**config.mk**
```make
export PLATFORM = sky130hd
export DESIGN_NAME = csmont_mul
export DESIGN_NICKNAME = d
export VERILOG_FILES = /design/src/rtl/csmont_pkg.sv /design/src/rtl/csmont_csa.sv /design/src/rtl/csmont_zdet.sv /design/src/rtl/csmont_ctrl.sv /design/src/rtl/csmont_mul.sv
export SDC_FILE = /design/constraint.sdc
export NUM_CORES = 1
export LEC_CHECK = 0
export BUFFER_PORTS_ARGS = -buffer_cell sky130_fd_sc_hd__buf_4
export CORE_MARGIN = 5
export CORE_UTILIZATION = 40
export CTS_CLUSTER_SIZE = 12
export DETAILED_ROUTE_END_ITERATION = 10
export GPL_ROUTABILITY_DRIVEN = 0
export GPL_TIMING_DRIVEN = 0
export PLACE_DENSITY = 0.61
export RECOVER_POWER = 100
export SLEW_MARGIN = 10
export SYNTH_ARGS = -nofsm -noshare
export SYNTH_HDL_FRONTEND = slang
export SYNTH_SLANG_ARGS = --single-unit
```
**constraint.sdc**
```tcl
create_clock -name clk -period 4.51 [get_ports clk]
set_input_delay 0.451 -clock clk [delete_from_list [all_inputs] [get_ports clk]]
set_output_delay 0.451 -clock clk [all_outputs]
set_load 0.01 [all_outputs]
```
**src/rtl/csmont_pkg.sv**
```systemverilog
package csmont_pkg;
  typedef enum logic [1:0] {
    ST_IDLE = 2'd0,
    ST_PRE  = 2'd1,
    ST_LOOP = 2'd2,
    ST_CONV = 2'd3
  } csmont_st_e;

  function automatic int fold_cycles(input int width, input bit pair);
    return pair ? (width + 1) / 2 : width;
  endfunction

  function automatic int max2(input int x, input int y);
    return (x > y) ? x : y;
  endfunction
endpackage

```
**src/rtl/csmont_csa.sv**
```systemverilog
module csmont_csa #(
  parameter int W = 18
) (
  input  logic         pair_mode,
  input  logic [W-1:0] x,
  input  logic [W-1:0] y,
  input  logic [W-1:0] z,
  output logic [W-1:0] sum,
  output logic [W-1:0] carry
);
  logic [W-1:0] fa_s, fa_maj, h1_s, h1_and, h2_and;
  logic [W-1:0] h1_c, h2_s;

  // per-bit cells: full adder, or two chained half adders
  for (genvar i = 0; i < W; i++) begin : g_bit
    assign fa_s[i]   = x[i] ^ y[i] ^ z[i];
    assign fa_maj[i] = (x[i] & y[i]) | (x[i] & z[i]) | (y[i] & z[i]);
    assign h1_s[i]   = x[i] ^ y[i];
    assign h1_and[i] = x[i] & y[i];
    assign h2_s[i]   = h1_s[i] ^ h1_c[i];
    assign h2_and[i] = h1_s[i] & h1_c[i];
  end

  assign h1_c = {h1_and[W-2:0], 1'b0};

  always_comb begin
    if (pair_mode) begin
      sum   = h2_s;
      carry = {h2_and[W-2:0], 1'b0};
    end else begin
      sum   = fa_s;
      carry = {fa_maj[W-2:0], 1'b0};
    end
  end
endmodule

```
**src/rtl/csmont_zdet.sv**
```systemverilog
module csmont_zdet #(
  parameter int W   = 18,
  parameter int GRP = 4
) (
  input  logic [W-1:0] vec,
  output logic         zero
);
  localparam int NG = (W + GRP - 1) / GRP;
  localparam int WP = NG * GRP;

  logic [WP-1:0] padded;
  logic [NG-1:0] grp_any;

  assign padded = WP'(vec);

  for (genvar g = 0; g < NG; g++) begin : g_grp
    assign grp_any[g] = |padded[g*GRP +: GRP];
  end

  assign zero = ~|grp_any;
endmodule

```
**src/rtl/csmont_ctrl.sv**
```systemverilog
module csmont_ctrl
  import csmont_pkg::*;
#(
  parameter int K        = 16,
  parameter int PASS_CYC = 9,
  parameter bit SKIP_EN  = 1'b1,
  parameter int CW       = 5
) (
  input  logic       clk,
  input  logic       rst,
  input  logic       start,
  input  logic       c_zero,
  output csmont_st_e st,
  output logic       busy,
  output logic       pre_exit,
  output logic       loop_last,
  output logic       conv_exit
);
  logic [CW-1:0] cnt_q;
  logic          pass_end;

  always_comb begin
    pass_end  = SKIP_EN ? c_zero : (cnt_q == CW'(PASS_CYC));
    pre_exit  = (st == ST_PRE) && pass_end;
    conv_exit = (st == ST_CONV) && pass_end;
    loop_last = (st == ST_LOOP) && (cnt_q == CW'(K + 1));
    busy      = (st != ST_IDLE);
  end

  always_ff @(posedge clk) begin
    if (rst) begin
      st    <= ST_IDLE;
      cnt_q <= '0;
    end else begin
      case (st)
        ST_IDLE: begin
          cnt_q <= '0;
          if (start) st <= ST_PRE;
        end
        ST_PRE: begin
          if (pre_exit) begin
            st    <= ST_LOOP;
            cnt_q <= '0;
          end else begin
            cnt_q <= cnt_q + 1'b1;
          end
        end
        ST_LOOP: begin
          if (loop_last) begin
            st    <= ST_CONV;
            cnt_q <= '0;
          end else begin
            cnt_q <= cnt_q + 1'b1;
          end
        end
        default: begin
          if (conv_exit) begin
            st    <= ST_IDLE;
            cnt_q <= '0;
          end else begin
            cnt_q <= cnt_q + 1'b1;
          end
        end
      endcase
    end
  end
endmodule

```
**src/rtl/csmont_mul.sv**
```systemverilog
module csmont_mul
  import csmont_pkg::*;
#(
  parameter int K         = 16,
  parameter bit FOLD_PAIR = 1'b1,
  parameter bit SKIP_EN   = 1'b1
) (
  input  logic         clk,
  input  logic         rst,
  input  logic         start,
  input  logic [K-1:0] a_in,
  input  logic [K-1:0] b_in,
  input  logic [K-1:0] n_in,
  output logic         busy,
  output logic         done,
  output logic [K:0]   res
);
  localparam int W        = K + 2;
  localparam int PASS_CYC = fold_cycles(W, FOLD_PAIR);
  localparam int MAXC     = max2(K + 1, PASS_CYC);
  localparam int CW       = $clog2(MAXC + 1);

  csmont_st_e   st;
  logic         pre_exit, loop_last, conv_exit, c_zero;
  logic [W-1:0] a_q, b_q, n_q, bn_q, s_q, c_q;
  logic [W-1:0] addend, csa_z, csa_s, csa_c;
  logic         csa_pair, q_bit, a_bit;
  logic [K:0]   res_q;
  logic         done_q;

  csmont_ctrl #(
    .K(K), .PASS_CYC(PASS_CYC), .SKIP_EN(SKIP_EN), .CW(CW)
  ) u_ctrl (
    .clk(clk), .rst(rst), .start(start), .c_zero(c_zero),
    .st(st), .busy(busy), .pre_exit(pre_exit),
    .loop_last(loop_last), .conv_exit(conv_exit)
  );

  csmont_zdet #(.W(W)) u_zdet (.vec(c_q), .zero(c_zero));

  // quotient bit and addend choice for one reduction step
  always_comb begin
    a_bit = a_q[0];
    q_bit = s_q[0] ^ c_q[0] ^ (a_bit & b_q[0]);
    case ({a_bit, q_bit})
      2'b00:   addend = '0;
      2'b01:   addend = n_q;
      2'b10:   addend = b_q;
      default: addend = bn_q;
    endcase
    csa_z    = (st == ST_LOOP) ? addend : '0;
    csa_pair = (st == ST_LOOP) ? 1'b0 : FOLD_PAIR;
  end

  csmont_csa #(.W(W)) u_csa (
    .pair_mode(csa_pair), .x(s_q), .y(c_q), .z(csa_z),
    .sum(csa_s), .carry(csa_c)
  );

  always_ff @(posedge clk) begin
    if (rst) begin
      a_q    <= '0;
      b_q    <= '0;
      n_q    <= '0;
      bn_q   <= '0;
      s_q    <= '0;
      c_q    <= '0;
      res_q  <= '0;
      done_q <= 1'b0;
    end else begin
      done_q <= 1'b0;
      case (st)
        ST_IDLE: begin
          if (start) begin
            a_q <= W'(a_in);
            b_q <= W'(b_in);
            n_q <= W'(n_in);
            s_q <= W'(b_in);
            c_q <= W'(n_in);
          end
        end
        ST_PRE: begin
          if (pre_exit) begin
            bn_q <= s_q;
            s_q  <= '0;
            c_q  <= '0;
          end else begin
            s_q <= csa_s;
            c_q <= csa_c;
          end
        end
        ST_LOOP: begin
          s_q <= csa_s >> 1;
          c_q <= csa_c >> 1;
          a_q <= a_q >> 1;
        end
        default: begin
          if (conv_exit) begin
            res_q  <= s_q[K:0];
            done_q <= 1'b1;
          end else begin
            s_q <= csa_s;
            c_q <= csa_c;
          end
        end
      endcase
    end
  end

  assign done = done_q;
  assign res  = res_q;
endmodule

```
* Word level (Yosys, flattened, before mapping)
Index checks and enable logic that the tools add are counted.
Storage, ports and cells: word-level logic and storage cells 220, output and inout port bits 19, register bits 129
Operators by class: reductions and logical operators 18, equal/unequal tests 10, $add $sub $neg 1, multiplexer cells 24, bitwise operators 157
Operator list (count):
- 18-bit two-way mux | 10
- 18-bit case mux with 3 select lines | 3
- 1-bit bitwise AND | 68
- 1-bit bitwise XOR | 54
- 18-bit case mux with 2 select lines | 1
- 1-bit OR | 34
- 18-bit OR reduction | 1
- 5-bit two-way mux | 3
- 5-bit case mux with 3 select lines | 1
- 2-bit AND reduction | 5
- 2-bit two-way mux | 4
- 2-bit equality test (second input constant) | 3
- 2-bit inequality test (second input constant) | 3
- 2-bit case mux with 3 select lines | 1
- 5-bit by 1-bit adder with 5-bit output (second input constant) | 1
- 5-bit equality test (second input constant) | 1
- 2-bit by 1-bit equality test with 1-bit output (second input constant) | 2
- 2-bit logical NOT | 2
- 4-bit by 1-bit inequality test with 1-bit output (second input constant) | 1
- 4-bit AND reduction | 1
- 2-bit nonzero test | 2
- 4-bit nonzero test | 1
- 4-bit OR reduction | 1
- 1-bit logical AND | 3
- 4 further kinds | 4

* Depth between registers and ports, before layout
Gate-level depths: netlist (run 1).
word-level depth 11, depth in mapped cells 10

* By module
Synthesis (run 1) repeated with hierarchy kept, for this count alone.
Second synthesis, totals: cell total of the unflattened synthesis 896, area, all modules 7088.0 um2
Modules (own cells, without submodules):
- csmont_mul | seq. area each 2402.3 um2, cells an instance 714, instances 1, area an instance 5642.9 um2
- csmont_csa | seq. area each 0.0 um2, cells an instance 131, instances 1, area an instance 973.4 um2
- csmont_ctrl | seq. area each 140.1 um2, cells an instance 45, instances 1, area an instance 427.9 um2
- csmont_zdet | seq. area each 0.0 um2, cells an instance 6, instances 1, area an instance 43.8 um2

* Worst setup path after synthesis (run 1)
Ideal clock, no wire load.
path kind register to register, start reg s_q[0], end reg s_q[10], stages on the path, launching flop included 10, setup time 0.079 ns, slack 2.353 ns, arrival 2.079 ns, cell sequence dfxtp_1 > ha_1 > buf_2 > xnor2_4 > buf_6 > mux2_2 > a31oi_1 > xor2_1 > nand2_1 > o211ai_1
Between the ends: cells in the longest elaborated chain, start to end 9, elaborated cells between the ends (all ways) 13, those cells by class 2 x eq/ne; 6 x mux; 4 x bitwise; 1 x reduce/logical
Ends and longest elaborated chain:
- start: declaration | RTL line csmont_mul.sv:25 | logic [W-1:0] a_q, b_q, n_q, bn_q, s_q, c_q;
- start signal: assignment | RTL line csmont_mul.sv:78 | s_q <= W'(b_in);
- start signal: assignment | RTL line csmont_mul.sv:88 | s_q <= csa_s;
- start signal: assignment | RTL line csmont_mul.sv:93 | s_q <= csa_s >> 1;
- 1-bit bitwise XOR (*) (2 in a row) | RTL line csmont_mul.sv:44 | q_bit = s_q[0] ^ c_q[0] ^ (a_bit & b_q[0]);
- 2-bit equality test, or another cell as far along | RTL line csmont_mul.sv:45 | case ({a_bit, q_bit})
- 18-bit case mux with 3 select lines (*) | RTL line csmont_mul.sv:45
- 18-bit two-way mux (*) | RTL line csmont_mul.sv:51 | csa_z = (st == ST_LOOP) ? addend : '0;
- 1-bit bitwise XOR | RTL line csmont_csa.sv:16 | assign fa_s[i] = x[i] ^ y[i] ^ z[i];
- 18-bit two-way mux (*) | RTL line csmont_csa.sv:27 | if (pair_mode) begin
- 18-bit two-way mux, on equally long branches | RTL line csmont_mul.sv:98, csmont_mul.sv:83
- 18-bit case mux with 3 select lines (*) | RTL line csmont_mul.sv:72 | case (st)
Mark *: on every way between the ends. The rest lies on a longest branch, timed or not. The select of a mux whose other input is x is not followed. A chain may end at the register's enable or synchronous reset.

* Worst setup path in the final report (run 1)
start reg c_q[12], end reg c_q[14]
Between the ends: cells in the longest elaborated chain, start to end 5, elaborated cells between the ends (all ways) 12, those cells by class 1 x eq/ne; 4 x mux; 2 x bitwise; 5 x reduce/logical
Ends and longest elaborated chain:
- start: declaration | RTL line csmont_mul.sv:25
- start signal: assignment | RTL line csmont_mul.sv:79 | c_q <= W'(n_in);
- start signal: assignment | RTL line csmont_mul.sv:89 | c_q <= csa_c;
- start signal: assignment | RTL line csmont_mul.sv:94 | c_q <= csa_c >> 1;
- 18-bit OR reduction or 1-bit bitwise AND (tied branches) | RTL line csmont_zdet.sv:20, csmont_csa.sv:19
- 1-bit logical NOT or 1-bit bitwise AND (tied branches) | RTL line csmont_zdet.sv:20, csmont_csa.sv:21
- 1-bit logical AND, or another cell as far along | RTL line csmont_ctrl.sv:24 | pre_exit = (st == ST_PRE) && pass_end;
- 18-bit two-way mux, or another cell as far along | RTL line csmont_mul.sv:83 | if (pre_exit) begin
- 18-bit case mux with 3 select lines or 2-bit AND reduction (tied branches)
Several ways; a longest one is shown, not always the timed one. The select of a mux whose other input is x is not followed.

==> qor.txt, run 1 <==
Status - complete, no violations
P_int - 0.00302 W
PortBufs - 69
Hold Crit Class - in2reg
Num CTS Buffers - 17
Row count - 48
Clk_lat worst skew - 0.43 ns
Unrepaired setup endpoints after global routing - no
Metal1 wirelength - 10.3 mm
Synthesized cell area - 6970 sq um
Ant diodes - 0
Hold WS - 0.273 ns
Main combinational cell family by area after synthesis - compound AO/OA/AOI/OAI gates
Antenna violations before repair - 0
Crit path max-delay family - simple AND/OR/NAND/NOR gates
WL per Instance - 19.5 um
Crit-path max cell delay - 0.79 ns
R2R depth - 7
Post-CTS sizing - 0
Final min period - 3.54 ns
R2R setup slack - 0.97 ns
Tot GR Track Use - 23.1%
Fmax - 282 MHz
Synth warn - 0
Met2 wire length - 10.4 mm
DRT Pass-1 Iters - 6
Overall routed net length - 22.9 mm
CTS tree - done
Power, Total - 0.00511 W
# setup viols final - 0
Layout area overhead - 18.6%
Root Buffer - clkbuf_16
Die H - 142 um
Worst VDD drop - 304 uV
NetSw - 0.00209 W
CP Data Required Time - 4.87 ns
Compound-Gate Fraction of Synth Area - 21.8%
Worst r2r dst - c_q[14]
Nets@finish - 1011
Setup Buffers After CTS - 0
Met3 wire len - 1.97 mm
Uppermost layer routed - met4
Post-DP HPWL - 16.9 mm
Slowest cell on crit path - nor4_1
Leak pwr - 3.46 nW
Largest net degree at the start of global routing - 17
DIE AREA - 20200 sq um
Hold Path Depth - 3
Post-synthesis sequential area ratio - 36.5%
Boundary Pins - 70
Clock buffer depth - 2
Initial Util - 40.6%
Worst-path clk slew - 0.06 ns
Crit path cell chain - nor4_1, nand2_1, o31ai_1, clkbuf_1, clkbuf_1, a22oi_1, a21oi_1
Post-synth EDFFs - 0
Post-DR vias/cell - 5.60
Post-synthesis xor/xnor area fraction - 5.05%
Hold EP - n_q[11]
Total gr overflow - 0
Final ANT Viol Nets - 0
Worst hold start - n_in[11]
Syn Nets - 923
Sequential Power Share - 30.7%
Power share of the clock group - 29.3%
Pwr dens - 619 nW/um^2
First-pass GRT wire length - 35.6 mm
Comb power frac - 40.0%
Syn Area/Cell - 8.21 sq um
Measured slew at the worst slew-check pin - 1.22 ns
Synth Area in Adders - 4.45%
WP buf/inv - 2
Seq cells post-synth - 127
Setup crit end kind - flip-flop
Crit Path Category - reg2reg
Setup TNS - 0 ns
Max-slew headroom - 18.1%
RR Startpoint - c_q[12]
Asr flop ratio synth - 0%
Die X-Extent - 142 um
Crit-path max FO - 10
Vias in the first global route - 6285
Dominant synthesized flop cell - dfxtp_1
Critical Path Most Common Cell - clkbuf_1
Number of cells produced by synthesis - 848
# clock sinks - 127
Starting DRT DRC Count - 624
Worst Skew - 0.0110 ns
DRC viols - 0
Unique masters post-synth - 63
Core area - 17200 sq um
Max H-tree Level - 4
Fin crit share - 78.5%
Sw frac - 40.9%
Synth Area in Simple Gates - 18.3%
Via count - 6578
Share of layout cells above drive strength 1 - 11.2%
Crit path DAT - 3.90 ns
Mux contribution to synthesized area - 9.77%
Cts hold-fix bufs - 0
CP Launch Type - flip-flop
Max-Cap Viols - 0
Final Hold Fails - 0
Slew Limit Fails - 0
-- cells by family after synthesis --
logic type                 count (synthesis)
xor gates and xnor gates                  38
DFF                                      127
AOI/OAI and AO/OA                        223
and+or+nand+nor                          302
buffers and inverters                     66
adders and majority gates                 25
muxes                                     67
-- worst min-delay path, stage by stage --
cell,delay (ns)
buf_4,0.11
nand2_1,0.05
a21oi_1,0.05
-- worst max path at each step --
| stage | startpoint | endpoint | cells after the start |
|---|---|---|---|
| after floorplan | s_q[0] | s_q[10] | 9 |
| after global placement | u_ctrl.st[0] | s_q[10] | 8 |
| after detailed placement | u_ctrl.st[0] | s_q[13] | 8 |
| after CTS | u_ctrl.st[0] | s_q[14] | 8 |
| after global routing | s_q[0] | c_q[13] | 8 |
| final | c_q[12] | c_q[14] | 7 |
-- power groups by stage --
stage | sequential [W] | clock (W) | combinational (W)
after global routing | 0.00159 | 0.00157 | 0.00222
after detailed placement | 0.00158 | 0 | 0.00206
after floorplan | 0.00149 | 0 | 0.00152
after global placement | 0.00158 | 0 | 0.00205
final | 0.00157 | 0.00150 | 0.00204
after CTS | 0.00156 | 0.00152 | 0.00207
-- final cells by class --
class / count / area, sq um
Multi-Input combinational cell: 655 / 4090
Tap cell: 225 / 282
Timing Repair Buffer: 69 / 447
Inverter: 8 / 30.0
Fill cell: 1787 / 8920
Buffer: 58 / 239
Clock buffer: 17 / 425
Clock inverter: 15 / 206
Sequential cell: 127 / 2540
-- metal layers --
| layer | GRT usage (%) | vias to the layer above |
|---|---|---|
| met5 | 0 | - |
| met2 | 35.8 | 279 |
| li1 | - | 3187 |
| met3 | 5.11 | 29 |
| met1 | 31.8 | 3083 |
| met4 | 8.13 | 0 |
-- placed cells by master, fill, tap and decap left out, types with 24 or more instances in the layout --
cell type and n:
a211oi_1 27, a21oi_1 62, a22oi_1 27, buf_4 51, clkbuf_1 60, dfxtp_1 127, ha_1 24, mux2i_1 62
nand2_1 158, nor2_1 92, o21ai_0 28, xnor2_1 25
-- Yosys cell counts (3+ instances only) --
cell type | n | share of area [%]
nor2_1 | 92 | 5.0
a21o_1 | 10 | 1.1
a211oi_1 | 27 | 2.9
mux2_2 | 4 | 0.65
o21ai_0 | 28 | 2.0
dfxtp_1 | 127 | 37
mux2i_1 | 62 | 8.9
and2_1 | 6 | 0.54
nor3_1 | 6 | 0.43
nand2_1 | 157 | 8.5
buf_2 | 14 | 1.0
nor2b_1 | 3 | 0.27
and3_1 | 5 | 0.45
xnor2_1 | 24 | 3.0
or2_2 | 4 | 0.36
nor4_1 | 4 | 0.36
a311oi_1 | 4 | 0.50
a21oi_1 | 62 | 4.5
o211ai_1 | 15 | 1.6
xor2_1 | 13 | 1.6
clkbuf_1 | 30 | 1.6
or3_1 | 5 | 0.45
o31ai_1 | 9 | 0.97
o22ai_1 | 9 | 0.81
buf_1 | 10 | 0.54
inv_1 | 7 | 0.38
a22oi_1 | 27 | 2.9
o31a_1 | 3 | 0.38
a32oi_1 | 3 | 0.38
a31oi_1 | 3 | 0.27
nand3_1 | 8 | 0.57
ha_1 | 24 | 4.3
o21a_1 | 3 | 0.32
-- per-stage QoR --
step	instances	worst slack, ns	utilization (%)	cell area [sq um]
after global routing	1174	0.856	48.1	8260
after floorplan	848	2.35	-	6970
after global placement	1142	1.73	45.2	7760
after CTS	1174	1.72	48.9	8400
after detailed placement	1142	1.74	45.2	7760
final	1174	0.969	48.1	8260
-- state kept, by name, summed over array words and instances (netlist names) --
| register | count |
|---|---|
| a_q | 16 |
| b_q | 16 |
| c_q | 18 |
| res | 17 |
| u_ctrl.st | 2 |
| s_q | 18 |
| u_ctrl.cnt_q | 5 |
| bn_q | 18 |
| n_q | 16 |
| done | 1 |
No activity file was read; power rests on OpenSTA's default activity.
==> run 2, diff against run 1 <==
Settings changed: ABC_AREA set to 1, PLACE_DENSITY 0.61 to 0.63.
Clock period 4.51 ns to 3 ns, I/O delays scaled along.
==> run 2 against run 1 <==
Net effect:
- die area up 1.2%
- combinational power up 69%
- clock-buffer cell count up 4
- via count up 17%
- critical path depth up 2
- wire length up 9.9%
- clock skew about the same
- sequential share of layout area down 0.39 points
- global-route usage up 1.8 points
- clock power up 44%
- hold slack worse by 0.14 ns
- maximum frequency up 35%
- critical path type unchanged
- critical endpoint is now c_q[8]
==> qor.txt, run 2 <==
Pwr dens - 965 nW/um^2
First-pass GRT wire length - 38.8 mm
# clock sinks - 127
Final min period - 2.62 ns
Post-CTS sizing - 0
Via count - 7685
Asr flop ratio synth - 0%
Hold WS - 0.131 ns
Antenna violations before repair - 0
Metal1 wirelength - 10.2 mm
Most common cell after layout, fill and taps aside - nand2_1
R2R depth - 9
Tot GR Track Use - 24.9%
# setup viols final - 0
DRC viols - 0
Synthesized cell area - 7050 sq um
CP Launch Type - flip-flop
Worst-path clk slew - 0.06 ns
CP Data Required Time - 3.30 ns
Crit-path max FO - 10
Vias in the first global route - 7273
Cell taking the most area after synthesis - dfxtp_1
Worst Skew - 0.0106 ns
Core area - 17300 sq um
Post-synthesis sequential area ratio - 36.0%
Hold Crit Class - in2reg
Multi-input gate area - 3790 sq um
Layout area overhead - 18.6%
Fin crit share - 87.4%
CTS tree - done
Hold Path Depth - 3
Critical Path Source - u_ctrl.st[0]
Leak pwr - 3.67 nW
Number of fillers in the final layout - 1846
Total gr overflow - 0
Die X-Extent - 143 um
Slew Limit Fails - 0
Setup Buffers After CTS - 0
Dominant synthesized flop cell - dfxtp_1
Cts hold-fix bufs - 0
DRT Pass-1 Iters - 5
Boundary Pins - 70
Syn Area/Cell - 6.60 sq um
Top cells by area, synth - dfxtp_1 (36%), nand2_1 (15%), nand3_1 (7.9%)
Share of layout cells above drive strength 1 - 10.4%
Worst hold start - n_in[13]
Status - complete, no violations
Post-synth EDFFs - 0
Met3 wire len - 2.15 mm
Worst VDD drop - 534 uV
Max-slew headroom - 51.5%
Clk_lat worst skew - 0.43 ns
Uppermost layer routed - met4
Row count - 48
Commonest cells after routing, fill and taps aside - nand2_1 (286), dfxtp_1 (127), nand3_1 (112), a21oi_1 (109), inv_1 (100)
Biggest regs - bn_q x18, c_q x18, s_q x18
Max H-tree Level - 4
Post-DP HPWL - 19.5 mm
Starting DRT DRC Count - 649
FF+latch area - 2540 sq um
Post-DR vias/cell - 5.52
Final Hold Fails - 0
WL per Instance - 18.1 um
Number of cells produced by synthesis - 1069
Fmax - 381 MHz
Synth warn - 0
Unique masters post-synth - 35
Largest net degree at the start of global routing - 17
Synth top area share - 36.0%
Root Buffer - clkbuf_16
Die H - 143 um
Met2 wire length - 11.2 mm
Initial Util - 40.8%
Crit path DAT - 2.92 ns
Setup crit end kind - flip-flop
Commonest cells post-synth - nand2_1 (284), dfxtp_1 (127), nand3_1 (111)
Measured slew at the worst slew-check pin - 0.728 ns
Most common cell in the netlist - nand2_1
RR Startpoint - u_ctrl.st[0]
DIE AREA - 20400 sq um
Unrepaired setup endpoints after global routing - no
Seq cells post-synth - 127
Crit Path Category - reg2reg
Overall routed net length - 25.2 mm
PortBufs - 68
Num CTS Buffers - 17
Setup TNS - 0 ns
Max-Cap Viols - 0
Clock buffer depth - 2
Nets@finish - 1231
Final ANT Viol Nets - 0
Syn Nets - 1144
Ant diodes - 0
==> run 2: per-stage QoR <==
step / total power, W / utilization [%] / cell area [sq um] / setup WS, ns / cells
2_1_floorplan: 0.00477 / - / 7050 / 1.21 / 1069
3_3_place_gp: 0.00584 / 45.4 / 7850 / 0.741 / 1362
3_5_place_dp: 0.00587 / 45.4 / 7850 / 0.678 / 1362
4_1_cts: 0.00803 / 48.9 / 8450 / 0.670 / 1393
5_1_grt: 0.00857 / 48.4 / 8360 / 0.262 / 1393
6_report: 0.00807 / 48.4 / 8360 / 0.377 / 1393
==> run 2: layout make-up <==
type                    count  share of cell area [%]
clock buffers              21                    5.63
multi-input cells         776                    45.3
plain buffers              61                    3.56
repair buffers             68                    5.30
well taps                 225                    3.37
inverters                 105                    4.77
clock inverters            10                    1.63
flip-flops and latches    127                    30.4
==> run 2: final timing paths <==
kind                                 to  slack (ns)
worst max-delay path             c_q[8]        0.38
worst min-delay path            n_q[13]        0.13
worst max register to register   c_q[8]        0.38
worst min register to register   res[8]        0.44
==> run 2: report_power, final <==
group / leakage [nW] / switching (W) / internal, W
clock network: 0.291 / 0.000801 / 0.00136
registers: 1.04 / 0.000380 / 0.00209
logic: 2.34 / 0.00235 / 0.00109
==> run 2: logic make-up after synthesis <==
kind of cell / Yosys count / synth area share (%)
buf+inv: 166 / 9.90
flops: 127 / 36.0
simple gates: 511 / 31.7
fa+ha+maj: 24 / 4.26
compound gates: 236 / 17.5
xor+xnor: 5 / 0.621
==> run 2: metal layers <==
layer / track usage [%] / up-vias
met3: 5.29 / 93
met5: 0 / -
met4: 15.2 / 0
li1: - / 3710
met2: 39.0 / 370
met1: 31.4 / 3512
==> run 2: worst max-delay path: stages (launching register included) <==
cell      delay, ns
dfxtp_1        0.39
inv_1          0.10
ha_1           0.22
buf_6          0.16
inv_6          0.12
clkbuf_1       0.54
clkbuf_1       0.54
o21ai_0        0.21
nand3_1        0.13
a31oi_1        0.07
